[src/rtl/mw_pkg.sv]
// Shared types for the three-wire serial EEPROM slave.
package mw_pkg;
    // Frame decoder states
    typedef enum logic [2:0] {
        FE_IDLE, FE_OPC, FE_ADDR, FE_RDATA, FE_WDATA, FE_DONE
    } fe_state_e;

    // Kind of program operation waiting for chip select to fall
    typedef enum logic [2:0] {
        PG_NONE, PG_WORD, PG_ERASE, PG_ERAL, PG_WRAL
    } prog_kind_e;
endpackage

[src/rtl/mw_frontend.sv]
// Frame decoder: takes in the start bit, opcode, address and data on
// serial-clock rising edges, streams read data out, and records the
// program operation that is waiting for chip select to fall.
// Assumes: sk_rise is a one-cycle pulse; reset, deselect or hold
// returns the decoder to idle.
module mw_frontend
    import mw_pkg::*;
#(
    parameter int unsigned ABITS = 7,
    parameter int unsigned PBITS = 4
) (
    input  logic             clk,
    input  logic             rst_n,
    input  logic             cs,
    input  logic             sk_rise,
    input  logic             hold,
    input  logic             di,
    input  logic             wide,
    input  logic [15:0]      rd_word,
    output logic [ABITS-1:0] rd_addr,
    output logic             do_bit,
    output logic             do_en,
    output prog_kind_e       cmd_kind,
    output logic [ABITS-1:0] cmd_addr,
    output logic [15:0]      cmd_data,
    output logic             pb_we,
    output logic [ABITS-1:0] pb_addr,
    output logic [15:0]      pb_data,
    output logic             wen_set,
    output logic             wen_clr
);
    localparam int unsigned CW = 5;

    fe_state_e        state;
    logic [CW-1:0]    cnt;
    logic [1:0]       opc;
    logic [ABITS-2:0] ab;
    logic [14:0]      dsh;
    logic [ABITS-1:0] addr;

    logic [CW-1:0]    aw, dw;
    logic [ABITS-1:0] ab_n, baddr, seq_next, page_next;
    logic [1:0]       ext;
    logic [15:0]      d_n, d_word;
    logic             bit_cur;

    // Field lengths, the address being formed, and the next addresses
    always_comb begin
        aw        = wide ? CW'(ABITS - 1) : CW'(ABITS);
        dw        = wide ? CW'(16) : CW'(8);
        ab_n      = {ab, di};
        baddr     = wide ? {ab_n[ABITS-2:0], 1'b0} : ab_n;
        ext       = wide ? ab_n[ABITS-2 -: 2] : ab_n[ABITS-1 -: 2];
        d_n       = {dsh, di};
        d_word    = wide ? d_n : {d_n[7:0], 8'h00};
        seq_next  = addr + (wide ? ABITS'(2) : ABITS'(1));
        page_next = {addr[ABITS-1:PBITS],
                     addr[PBITS-1:0] + (wide ? PBITS'(2) : PBITS'(1))};
        bit_cur   = rd_word[4'(5'd15 - cnt)];
    end

    assign rd_addr = addr;

    // Frame sequencing on each serial-clock rising edge
    always_ff @(posedge clk) begin
        pb_we   <= 1'b0;
        wen_set <= 1'b0;
        wen_clr <= 1'b0;
        if (!rst_n || !cs || hold) begin
            state    <= FE_IDLE;
            cnt      <= '0;
            opc      <= '0;
            ab       <= '0;
            dsh      <= '0;
            addr     <= '0;
            do_en    <= 1'b0;
            do_bit   <= 1'b0;
            cmd_kind <= PG_NONE;
            cmd_addr <= '0;
            cmd_data <= '0;
        end else if (sk_rise) begin
            case (state)
                FE_IDLE: if (di) begin
                    state <= FE_OPC;
                    cnt   <= '0;
                end
                FE_OPC: begin
                    opc <= {opc[0], di};
                    if (cnt == CW'(1)) begin
                        state <= FE_ADDR;
                        cnt   <= '0;
                    end else begin
                        cnt <= cnt + CW'(1);
                    end
                end
                FE_ADDR: begin
                    ab <= ab_n[ABITS-2:0];
                    if (cnt == aw - CW'(1)) begin
                        cnt  <= '0;
                        addr <= baddr;
                        case (opc)
                            2'b10: begin
                                state  <= FE_RDATA;
                                do_en  <= 1'b1;
                                do_bit <= 1'b0;
                            end
                            2'b01: state <= FE_WDATA;
                            2'b11: begin
                                state    <= FE_DONE;
                                cmd_kind <= PG_ERASE;
                                cmd_addr <= baddr;
                            end
                            default: begin
                                case (ext)
                                    2'b11: begin wen_set <= 1'b1; state <= FE_DONE; end
                                    2'b00: begin wen_clr <= 1'b1; state <= FE_DONE; end
                                    2'b10: begin cmd_kind <= PG_ERAL; state <= FE_DONE; end
                                    default: state <= FE_WDATA;
                                endcase
                            end
                        endcase
                    end else begin
                        cnt <= cnt + CW'(1);
                    end
                end
                FE_RDATA: begin
                    do_bit <= bit_cur;
                    if (cnt == dw - CW'(1)) begin
                        cnt  <= '0;
                        addr <= seq_next;
                    end else begin
                        cnt <= cnt + CW'(1);
                    end
                end
                FE_WDATA: begin
                    dsh <= d_n[14:0];
                    if (cnt == dw - CW'(1)) begin
                        cnt <= '0;
                        if (opc == 2'b01) begin
                            pb_we    <= 1'b1;
                            pb_addr  <= addr;
                            pb_data  <= d_word;
                            addr     <= page_next;
                            cmd_kind <= PG_WORD;
                        end else begin
                            cmd_kind <= PG_WRAL;
                            cmd_data <= d_word;
                            state    <= FE_DONE;
                        end
                    end else begin
                        cnt <= cnt + CW'(1);
                    end
                end
                default: ;
            endcase
        end
    end

    // a read always opens with a 0 before any data bit
    p_dummy_first_r3: assert property (@(posedge clk) disable iff (!rst_n)
        $rose(do_en) |-> !do_bit);

    // after a deselect the decoder holds nothing
    p_clear_on_deselect_r12: assert property (@(posedge clk) disable iff (!rst_n)
        !cs |=> (!do_en && cmd_kind == PG_NONE));
endmodule

[src/rtl/mw_store.sv]
// Byte-wide storage with a one-page staging buffer. Write data is
// staged during the frame and applied with erase, erase-all or
// write-all in the single clock where commit is high.
// Assumes: all staged words lie in one aligned page, and the buffer
// is cleared while chip select is low.
module mw_store
    import mw_pkg::*;
#(
    parameter int unsigned ABITS = 7,
    parameter int unsigned PBITS = 4
) (
    input  logic             clk,
    input  logic             rst_n,
    input  logic             wide,
    input  logic             pb_clr,
    input  logic             pb_we,
    input  logic [ABITS-1:0] pb_addr,
    input  logic [15:0]      pb_data,
    input  logic             commit,
    input  prog_kind_e       kind,
    input  logic [ABITS-1:0] cmd_addr,
    input  logic [15:0]      cmd_data,
    input  logic [ABITS-1:0] rd_addr,
    output logic [15:0]      rd_word
);
    localparam int unsigned DEPTH  = 1 << ABITS;
    localparam int unsigned PDEPTH = 1 << PBITS;

    logic [7:0]             mem  [DEPTH];
    logic [7:0]             pbuf [PDEPTH];
    logic [PDEPTH-1:0]      pmask;
    logic [ABITS-PBITS-1:0] pbase;
    logic [PBITS-1:0]       pidx;

    assign pidx    = pb_addr[PBITS-1:0];
    assign rd_word = {mem[rd_addr], mem[{rd_addr[ABITS-1:1], 1'b1}]};

    // Array contents: set to erased on reset, changed only at commit
    always_ff @(posedge clk) begin
        if (!rst_n) begin
            for (int i = 0; i < DEPTH; i++) mem[i] <= 8'hFF;
        end else if (commit) begin
            case (kind)
                PG_WORD: begin
                    for (int i = 0; i < PDEPTH; i++)
                        if (pmask[i]) mem[{pbase, PBITS'(i)}] <= pbuf[i];
                end
                PG_ERASE: begin
                    mem[cmd_addr] <= 8'hFF;
                    if (wide) mem[{cmd_addr[ABITS-1:1], 1'b1}] <= 8'hFF;
                end
                PG_ERAL: begin
                    for (int i = 0; i < DEPTH; i++) mem[i] <= 8'hFF;
                end
                PG_WRAL: begin
                    for (int i = 0; i < DEPTH; i++)
                        mem[i] <= (wide && (i % 2 == 1)) ? cmd_data[7:0] : cmd_data[15:8];
                end
                default: ;
            endcase
        end
    end

    // Page staging: record each received word and its byte lanes
    always_ff @(posedge clk) begin
        if (!rst_n || pb_clr) begin
            pmask <= '0;
            pbase <= '0;
        end else if (pb_we) begin
            pbuf[pidx]  <= pb_data[15:8];
            pmask[pidx] <= 1'b1;
            pbase       <= pb_addr[ABITS-1:PBITS];
            if (wide) begin
                pbuf[{pidx[PBITS-1:1], 1'b1}]  <= pb_data[7:0];
                pmask[{pidx[PBITS-1:1], 1'b1}] <= 1'b1;
            end
        end
    end

    // staging only happens inside a selected frame, never at commit
    p_no_stage_at_commit_r9: assert property (@(posedge clk) disable iff (!rst_n)
        commit |-> !pb_we);
endmodule

[src/rtl/mw_prog_timer.sv]
// Self-timed program window and ready/busy reporting. A launch starts
// BUSY_CYCLES system clocks of busy and sets a pending flag. The flag
// shows status while chip select is high, and a 1 clocked in followed
// by a falling serial-clock edge clears it.
// Assumes: launch only while chip select is low.
module mw_prog_timer #(
    parameter int unsigned BUSY_CYCLES = 1000
) (
    input  logic clk,
    input  logic rst_n,
    input  logic launch,
    input  logic cs,
    input  logic sk_rise,
    input  logic sk_fall,
    input  logic di,
    output logic busy,
    output logic st_show,
    output logic hold
);
    localparam int unsigned CW = $clog2(BUSY_CYCLES + 1);

    logic [CW-1:0] cnt;
    logic          pend;
    logic          arm;

    assign st_show = cs && pend;
    assign hold    = busy || pend;

    // Busy down-counter started by a launch
    always_ff @(posedge clk) begin
        if (!rst_n) begin
            busy <= 1'b0;
            cnt  <= '0;
        end else if (launch) begin
            busy <= 1'b1;
            cnt  <= CW'(BUSY_CYCLES - 1);
        end else if (busy) begin
            if (cnt == '0) busy <= 1'b0;
            else           cnt  <= cnt - CW'(1);
        end
    end

    // Status flag and its clear sequence (1 on rise, then a fall)
    always_ff @(posedge clk) begin
        if (!rst_n) begin
            pend <= 1'b0;
            arm  <= 1'b0;
        end else if (launch) begin
            pend <= 1'b1;
            arm  <= 1'b0;
        end else if (!cs) begin
            arm <= 1'b0;
        end else if (pend && sk_rise && di) begin
            arm <= 1'b1;
        end else if (arm && sk_fall) begin
            arm  <= 1'b0;
            pend <= 1'b0;
        end
    end

    // a launch always opens a busy window with status pending
    p_launch_busy_r10: assert property (@(posedge clk) disable iff (!rst_n)
        launch |=> (busy && pend));

    // no new launch can happen inside a running window
    p_no_launch_in_busy_r13: assert property (@(posedge clk) disable iff (!rst_n)
        (busy && $past(busy)) |-> !$rose(pend));
endmodule

[src/rtl/mw_eeprom_slave.sv]
// Top level: finds serial-pin edges on the system clock, holds the
// write-enable latch, decides whether a collected command launches,
// and drives data-out from either the read path or the status flag.
// Assumes: each serial-clock phase lasts at least two system clocks,
// and chip select and data-in change only while the serial clock is low.
module mw_eeprom_slave
    import mw_pkg::*;
#(
    parameter int unsigned ABITS       = 7,
    parameter int unsigned PBITS       = 4,
    parameter int unsigned BUSY_CYCLES = 1000
) (
    input  logic clk,
    input  logic rst_n,
    input  logic cs_i,
    input  logic sk_i,
    input  logic di_i,
    input  logic wide_i,
    input  logic wr_lock_i,
    output logic do_o,
    output logic do_oe_o
);
    logic             sk_q, cs_q, wen_q;
    logic             sk_rise, sk_fall, cs_fall, launch;
    logic             tm_busy, tm_show, tm_hold;
    logic             fe_do_bit, fe_do_en, fe_pb_we, fe_wen_set, fe_wen_clr;
    prog_kind_e       fe_kind;
    logic [ABITS-1:0] fe_rd_addr, fe_cmd_addr, fe_pb_addr;
    logic [15:0]      fe_cmd_data, fe_pb_data, st_rd_word;

    // Previous pin samples, used to find edges
    always_ff @(posedge clk) begin
        if (!rst_n) begin
            sk_q <= 1'b0;
            cs_q <= 1'b0;
        end else begin
            sk_q <= sk_i;
            cs_q <= cs_i;
        end
    end

    assign sk_rise = cs_i && sk_i && !sk_q;
    assign sk_fall = cs_i && !sk_i && sk_q;
    assign cs_fall = cs_q && !cs_i;
    assign launch  = cs_fall && (fe_kind != PG_NONE) && wen_q && !wr_lock_i && !tm_hold;

    // Write-enable latch: clear after reset, changed by extended commands
    always_ff @(posedge clk) begin
        if (!rst_n)          wen_q <= 1'b0;
        else if (fe_wen_set) wen_q <= 1'b1;
        else if (fe_wen_clr) wen_q <= 1'b0;
    end

    assign do_oe_o = cs_i && (fe_do_en || tm_show);
    assign do_o    = tm_show ? !tm_busy : fe_do_bit;

    mw_frontend #(.ABITS(ABITS), .PBITS(PBITS)) u_fe (
        .clk(clk), .rst_n(rst_n), .cs(cs_i), .sk_rise(sk_rise),
        .hold(tm_hold), .di(di_i), .wide(wide_i), .rd_word(st_rd_word),
        .rd_addr(fe_rd_addr), .do_bit(fe_do_bit), .do_en(fe_do_en),
        .cmd_kind(fe_kind), .cmd_addr(fe_cmd_addr), .cmd_data(fe_cmd_data),
        .pb_we(fe_pb_we), .pb_addr(fe_pb_addr), .pb_data(fe_pb_data),
        .wen_set(fe_wen_set), .wen_clr(fe_wen_clr)
    );

    mw_store #(.ABITS(ABITS), .PBITS(PBITS)) u_store (
        .clk(clk), .rst_n(rst_n), .wide(wide_i), .pb_clr(!cs_i),
        .pb_we(fe_pb_we), .pb_addr(fe_pb_addr), .pb_data(fe_pb_data),
        .commit(launch), .kind(fe_kind), .cmd_addr(fe_cmd_addr),
        .cmd_data(fe_cmd_data), .rd_addr(fe_rd_addr), .rd_word(st_rd_word)
    );

    mw_prog_timer #(.BUSY_CYCLES(BUSY_CYCLES)) u_timer (
        .clk(clk), .rst_n(rst_n), .launch(launch), .cs(cs_i),
        .sk_rise(sk_rise), .sk_fall(sk_fall), .di(di_i),
        .busy(tm_busy), .st_show(tm_show), .hold(tm_hold)
    );

    // a busy window only follows a command made while enabled
    p_wen_gate_r5: assert property (@(posedge clk) disable iff (!rst_n)
        $rose(tm_busy) |-> $past(wen_q));

    // lockout at the deselect edge prevents the busy window
    p_lockout_r11: assert property (@(posedge clk) disable iff (!rst_n)
        $rose(tm_busy) |-> !$past(wr_lock_i));

    // the read path is idle in the cycle after a deselect
    p_hiz_after_deselect_r12: assert property (@(posedge clk) disable iff (!rst_n)
        (!cs_i && !cs_q) |-> !do_oe_o);
endmodule

[config.mk]
export PLATFORM = sky130hd
export DESIGN_NAME = mw_eeprom_slave
export DESIGN_NICKNAME = d
export VERILOG_FILES = /design/src/rtl/mw_pkg.sv /design/src/rtl/mw_frontend.sv /design/src/rtl/mw_store.sv /design/src/rtl/mw_prog_timer.sv /design/src/rtl/mw_eeprom_slave.sv
export SDC_FILE = /design/constraint.sdc
export NUM_CORES = 2
export LEC_CHECK = 0
export ABC_AREA = 1
export BUFFER_PORTS_ARGS = -buffer_cell sky130_fd_sc_hd__buf_4
export CORE_ASPECT_RATIO = 1.5
export CORE_MARGIN = 4
export CORE_UTILIZATION = 45
export DETAILED_ROUTE_END_ITERATION = 16
export GPL_ROUTABILITY_DRIVEN = 1
export PLACE_DENSITY = 0.64
export SLEW_MARGIN = 20
export SYNTH_ARGS = -nofsm -noshare
export SYNTH_HDL_FRONTEND = slang
export SYNTH_HIERARCHICAL = 1
export SYNTH_SLANG_ARGS = --single-unit
[constraint.sdc]
create_clock -name clk -period 5.6 [get_ports clk]
set_clock_uncertainty 0.15 [all_clocks]
set_input_delay 0.84 -clock clk [delete_from_list [all_inputs] [get_ports clk]]
set_output_delay 0.84 -clock clk [all_outputs]
set_load 0.02 [all_outputs]
# Word level (Yosys, flattened, before mapping)
# Memories as Yosys holds them, arrays and structs flattened.
# Index checks and enable logic that the tools add are counted.
# word_totals
mem_bits_rw	1152
latchBits	0
regBits	127
rom_bits	0
input_bits	7
mem_count	2
# op_classes
eq_ne	28
reduce_logical	82
addsub	7
bitwise_logic	268
muxes	473
order_cmp	5
div	0
shifts	0
n_mul	0
# mem_list
name	depth	width	read_ports	rd_clocked_by_memory_dff	wr	line	source
u_store.mem	128	8	2	0	128	mw_store.sv:29	logic [7:0] mem [DEPTH];
u_store.pbuf	16	8	16	0	2	mw_store.sv:30	logic [7:0] pbuf [PDEPTH];
# ops
cell	n
$mux W8	275
$or A1 B1 Y1	256
$mux W7	22
$reduce_or A8 Y1	18
$mux W1	143
$mux W16	2
$or A16 B16 Y16	2
$mux W10	3
$mux W3	9
$mux W5	5
$pmux W7 S3	1
$pmux W5 S4	1
$logic_and A1 B1 Y1	16
$reduce_and A4 Y1	4
$lt A4 B5 Y1 const B	3
$reduce_bool A2 Y1	7
$eq A3 B2 Y1 const B	4
$ne A2 B2 Y1 const B	6
$pmux W3 S2	2
$pmux W3 S4	1
$reduce_and A6 Y1	2
$eq A5 B5 Y1	2
$logic_not A10 Y1	1
$ne A2 B1 Y1 const B	5
other kinds (35)	73

# Depth between registers and ports, before layout
# logic_depth
word_depth	13
ltp_mapped	20
mapped_depth_nobuf	17

# Cells and area by module
# Netlist, hierarchy kept.
# modules_own_cells
mod	area_each_um2	cells_per_inst	seq_area_each_um2	instances
mw_store	56807.0	8246	24723.7	1
mw_frontend	4334.2	550	2072.0	1
mw_prog_timer	787.0	115	260.2	1
mw_eeprom_slave	160.2	28	60.1	1

# Worst setup path before layout
# OpenSTA, ideal clock, no wires.
# synth_path
path_kind	input -> register
start	input port sk_i
end	register u_fe.pb_addr[0] (enable)
path_buffers	1
setup_slack_ps	1907
stages	5
arrival_time_ps	3111
setup_time_ps	432
cell_sequence	nand2_1 -> nor2_1 -> clkbuf_1 -> nand2_2 -> nor3_1
# synth_between
elab_chain_len	3
# synth_rtl
element	line	source
from (decl)	mw_eeprom_slave.sv:16	input logic sk_i,
$logic_and A1 B1 Y1 (2 in series)	mw_eeprom_slave.sv:42	assign sk_rise = cs_i && sk_i && !sk_q;
via sk_rise	mw_eeprom_slave.sv:24	logic sk_rise, sk_fall, cs_fall, launch;
$reduce_and A5 Y1 (no source line)	--	
to (signal assigned)	mw_frontend.sv:141	pb_addr <= addr;
to (decl)	mw_frontend.sv:27	output logic [ABITS-1:0] pb_addr,
# The timed path passes the listed nets, and every way through them passes these cells.
# A chain may end at the register's enable or synchronous reset.

==> impl_metrics.csv <==
group,metric,value,unit
worst_setup_path,cpMaxStageDelayCell,"nor2_4",
power_and_ir_drop,power_density,304,nW/um^2
grt,grt_overflow,0,
cts,clkLatencyLatePin,800,ps
die,placementRows,166,
grt,grt_usage,38.8,%
sta,slew_viol_final,0,
detailed_routing,drt-total-wl,291,mm
detailed_routing,routed_via_density,6.19,
power_and_ir_drop,power_frac_comb,7.7,%
sta,hold_violations,0,
die,ios,9,
cts,cts-root-buf,"clkbuf_16",
synth,syn-num-nets,8957,
grt,antenna_found_initial,10,
synth,yosysTopAreaCellShare,36.4,%
cells_and_area,final_common_cell,"nand2_1",
sta,post-route-period-util,75.2,%
placement,port_buffers,8,
synth,synth_edf_count,151,
die,fp.coreArea,137000,um^2
detailed_routing,antenna_left,0,
sta,period_needed,4210,ps
sta,relSlewSlack,15.5,%
power_and_ir_drop,ir_worst_vdd,0.316,mV
power_and_ir_drop,switching_share,25.9,%
die,start_util,45.4,%
worst_setup_path,arrival,4760,ps
power_and_ir_drop,power_frac_seq,48.9,%
power_and_ir_drop,clkPwrFrac,43.4,%
worst_setup_path,path_cells,"or2_2 -> nor2_1 -> nand2_1 -> nor2_1 -> nand2_1 -> inv_2 -> nand3_2 -> or2_4 -> nor2_4 -> nand2_1 -> nand4_1",
worst_setup_path,crit_top_cell,"nand2_1",
hold_path,hp-class,"in2reg",
cts,numCtsBuffers,131,
synth,yosysSeqAreaShare,43.7,%
cts,clock_path_buffers,3,
synth,synth_area,62100,um^2
detailed_routing,first_pass_iters,7,
synth,ys_seq_elements,1279,
sta,rsz0062_at_grt,"no",
cts,hold_buffers,0,
power_and_ir_drop,p_int,15200,uW
detailed_routing,drc,0,
power_and_ir_drop,leakage,0.0295,uW
cts,tritoncts,"built",
cells_and_area,area_growth,8.90,%
cells_and_area,final_cell_mix,"nand2_1, dfxtp_1, nand4_1",
worst_setup_path,required,6150,ps
run_status,outcome,"completed",
sta,setup_viol,0,
synth,ys_top_cells_by_area,"dfxtp_1, nand2_1, nand4_1, nand3_1, edfxtp_1",
worst_setup_path,cp_slowest_stage_delay,830,ps
cts,cts_resized,0,
sta,setup_tns,0,ps
synth,yosysWarnings,6,
cells_and_area,utilization,49.4,%
synth,synth_cells,8939,
die,fp.dieH,463,um
worst_setup_path,worstSetupEndpointType,"flip-flop",
grt,grt_pass1_wl,411,mm
synth,synthArstFlopShare,0,%
cts,htreeDepth,4,
synth,postSynthAreaPerCell,6.95,um^2
cts,cts_setup_buffers,0,
cts,clk_pin_slew,70,ps
cells_and_area,drive_above_1_share,8.06,%
run,max_cap_viol_count,0,
detailed_routing,via_count,65119,
worst_setup_path,worstSetupPathType,"reg2reg",
die,dieArea,144000,um^2
die,dieWidth,311,um
worst_setup_path,crit_fanout,16,
cells_and_area,num-nets-final,8670,
synth,ys_types,50,
detailed_routing,drt_iter0_drc,9061,
sta,worst_pin_slew,1270,ps
worst_setup_path,start_kind,"flip-flop",
synth,ys.flop_type,"dfxtp_1",
placement,gp_congestion,1.10,
sta,fmax,238,MHz
grt,grt_max_degree,125,
detailed_routing,avgRoutedWirePerCell,27.7,um
synth,synth_top_area_cell,"dfxtp_1",
power_and_ir_drop,p_sw,5330,uW
cts,clkSinkCount,1279,
placement,dp_hpwl,194,mm
grt,grt_pass1_vias,58180,
-- layer usage --
metal | share of wire, % | global-route usage (%) | vias up
li1 | - | - | 29212
met1 | 36 | 47.3 | 30441
met2 | 42 | 57.5 | 4295
met3 | 11 | 8.68 | 1169
met4 | 11 | 34.1 | 2
met5 | 0.0041 | 0 | -
-- synthesized netlist by cell type, types with 2 or more instances --
cell type	n
a21oi_1	70
a21oi_2	6
a31oi_1	2
buf_1	186
buf_2	158
buf_4	15
buf_6	11
clkbuf_1	164
clkbuf_2	6
clkinv_1	2
dfxtp_1	1128
edfxtp_1	151
ha_1	10
inv_1	391
inv_2	18
inv_4	2
nand2_1	3681
nand2_2	28
nand2_4	45
nand3_1	940
nand3_2	10
nand3_4	12
nand3b_1	36
nand4_1	1033
nor2_1	373
nor2_2	204
nor2_4	13
nor3_1	10
nor3_2	5
nor3_4	2
o211ai_1	3
o21ai_0	184
o21ai_1	11
o22ai_1	3
o31ai_1	2
o31ai_2	7
xor2_1	4
-- metrics by stage --
stage               cell area, um^2  power, uW  instances  worst slack, ps  hold slack, ps
finish                        67600      20600      10528             1390             138
global route                  67600      21200      10522             1320             134
CTS                           67600      20500      10520             1530             105
detailed placement            63400      11800      10283             1410             291
global placement              63400      11700      10283             1460             280
floorplan                     62100      11200       8939             1910             263
-- layout make-up --
class,count,area (um^2)
Clock inverter,42,438
Inverter,413,1570
Antenna cell,8,20.0
Multi-Input combinational cell,6706,31300
Timing Repair Buffer,121,1170
Tap cell,1764,2210
Clock buffer,195,3790
Sequential cell,1279,27100
Fill cell,13706,69300
-- power by group through the flow --
stage | clock, uW | sequential, uW | combinational (uW)
after floorplan | 0 | 10200 | 991
final | 8930 | 10100 | 1580
after CTS | 8970 | 10000 | 1520
after global placement | 0 | 10200 | 1490
after detailed placement | 0 | 10200 | 1510
after global routing | 9350 | 10100 | 1700
-- path summary, 6_finish.rpt --
check	from	to	slack (ps)	cells past startpoint
worst max-delay path	u_timer/busy	u_store/mem[119][2]	1390	11
worst min-delay path	sk_i	sk_q	140	3
worst max register to register	u_timer/busy	u_store/mem[119][2]	1390	11
worst min register to register	u_store/mem[7][5]	u_store/mem[7][5]	310	2
-- state kept, by name (all words and copies together) (netlist names), 10 cells and up --
name and count:
u_store/pbuf 128, u_timer/cnt 10, u_store/pmask 16, u_store/mem 1024, u_fe/cmd_data 16, u_fe/dsh 15
u_fe/pb_data 16
-- cell families after synthesis --
| kind of cell | Yosys count | share of synthesized area, % |
|---|---|---|
| xor gates and xnor gates | 5 | 0.0705 |
| and+or+nand+nor | 6397 | 47.1 |
| DFF | 1279 | 43.7 |
| adders and majority gates | 11 | 0.234 |
| buffers and inverters | 954 | 6.35 |
| AOI/OAI and AO/OA | 293 | 2.54 |
-- critical path: cells and delay by family, from the launching register on --
kind	cells	cell delay (ps)
and+or+nand+nor	10	3320
DFF	1	500
buffers and inverters	1	90
No activity file was read; power rests on OpenSTA's default activity.
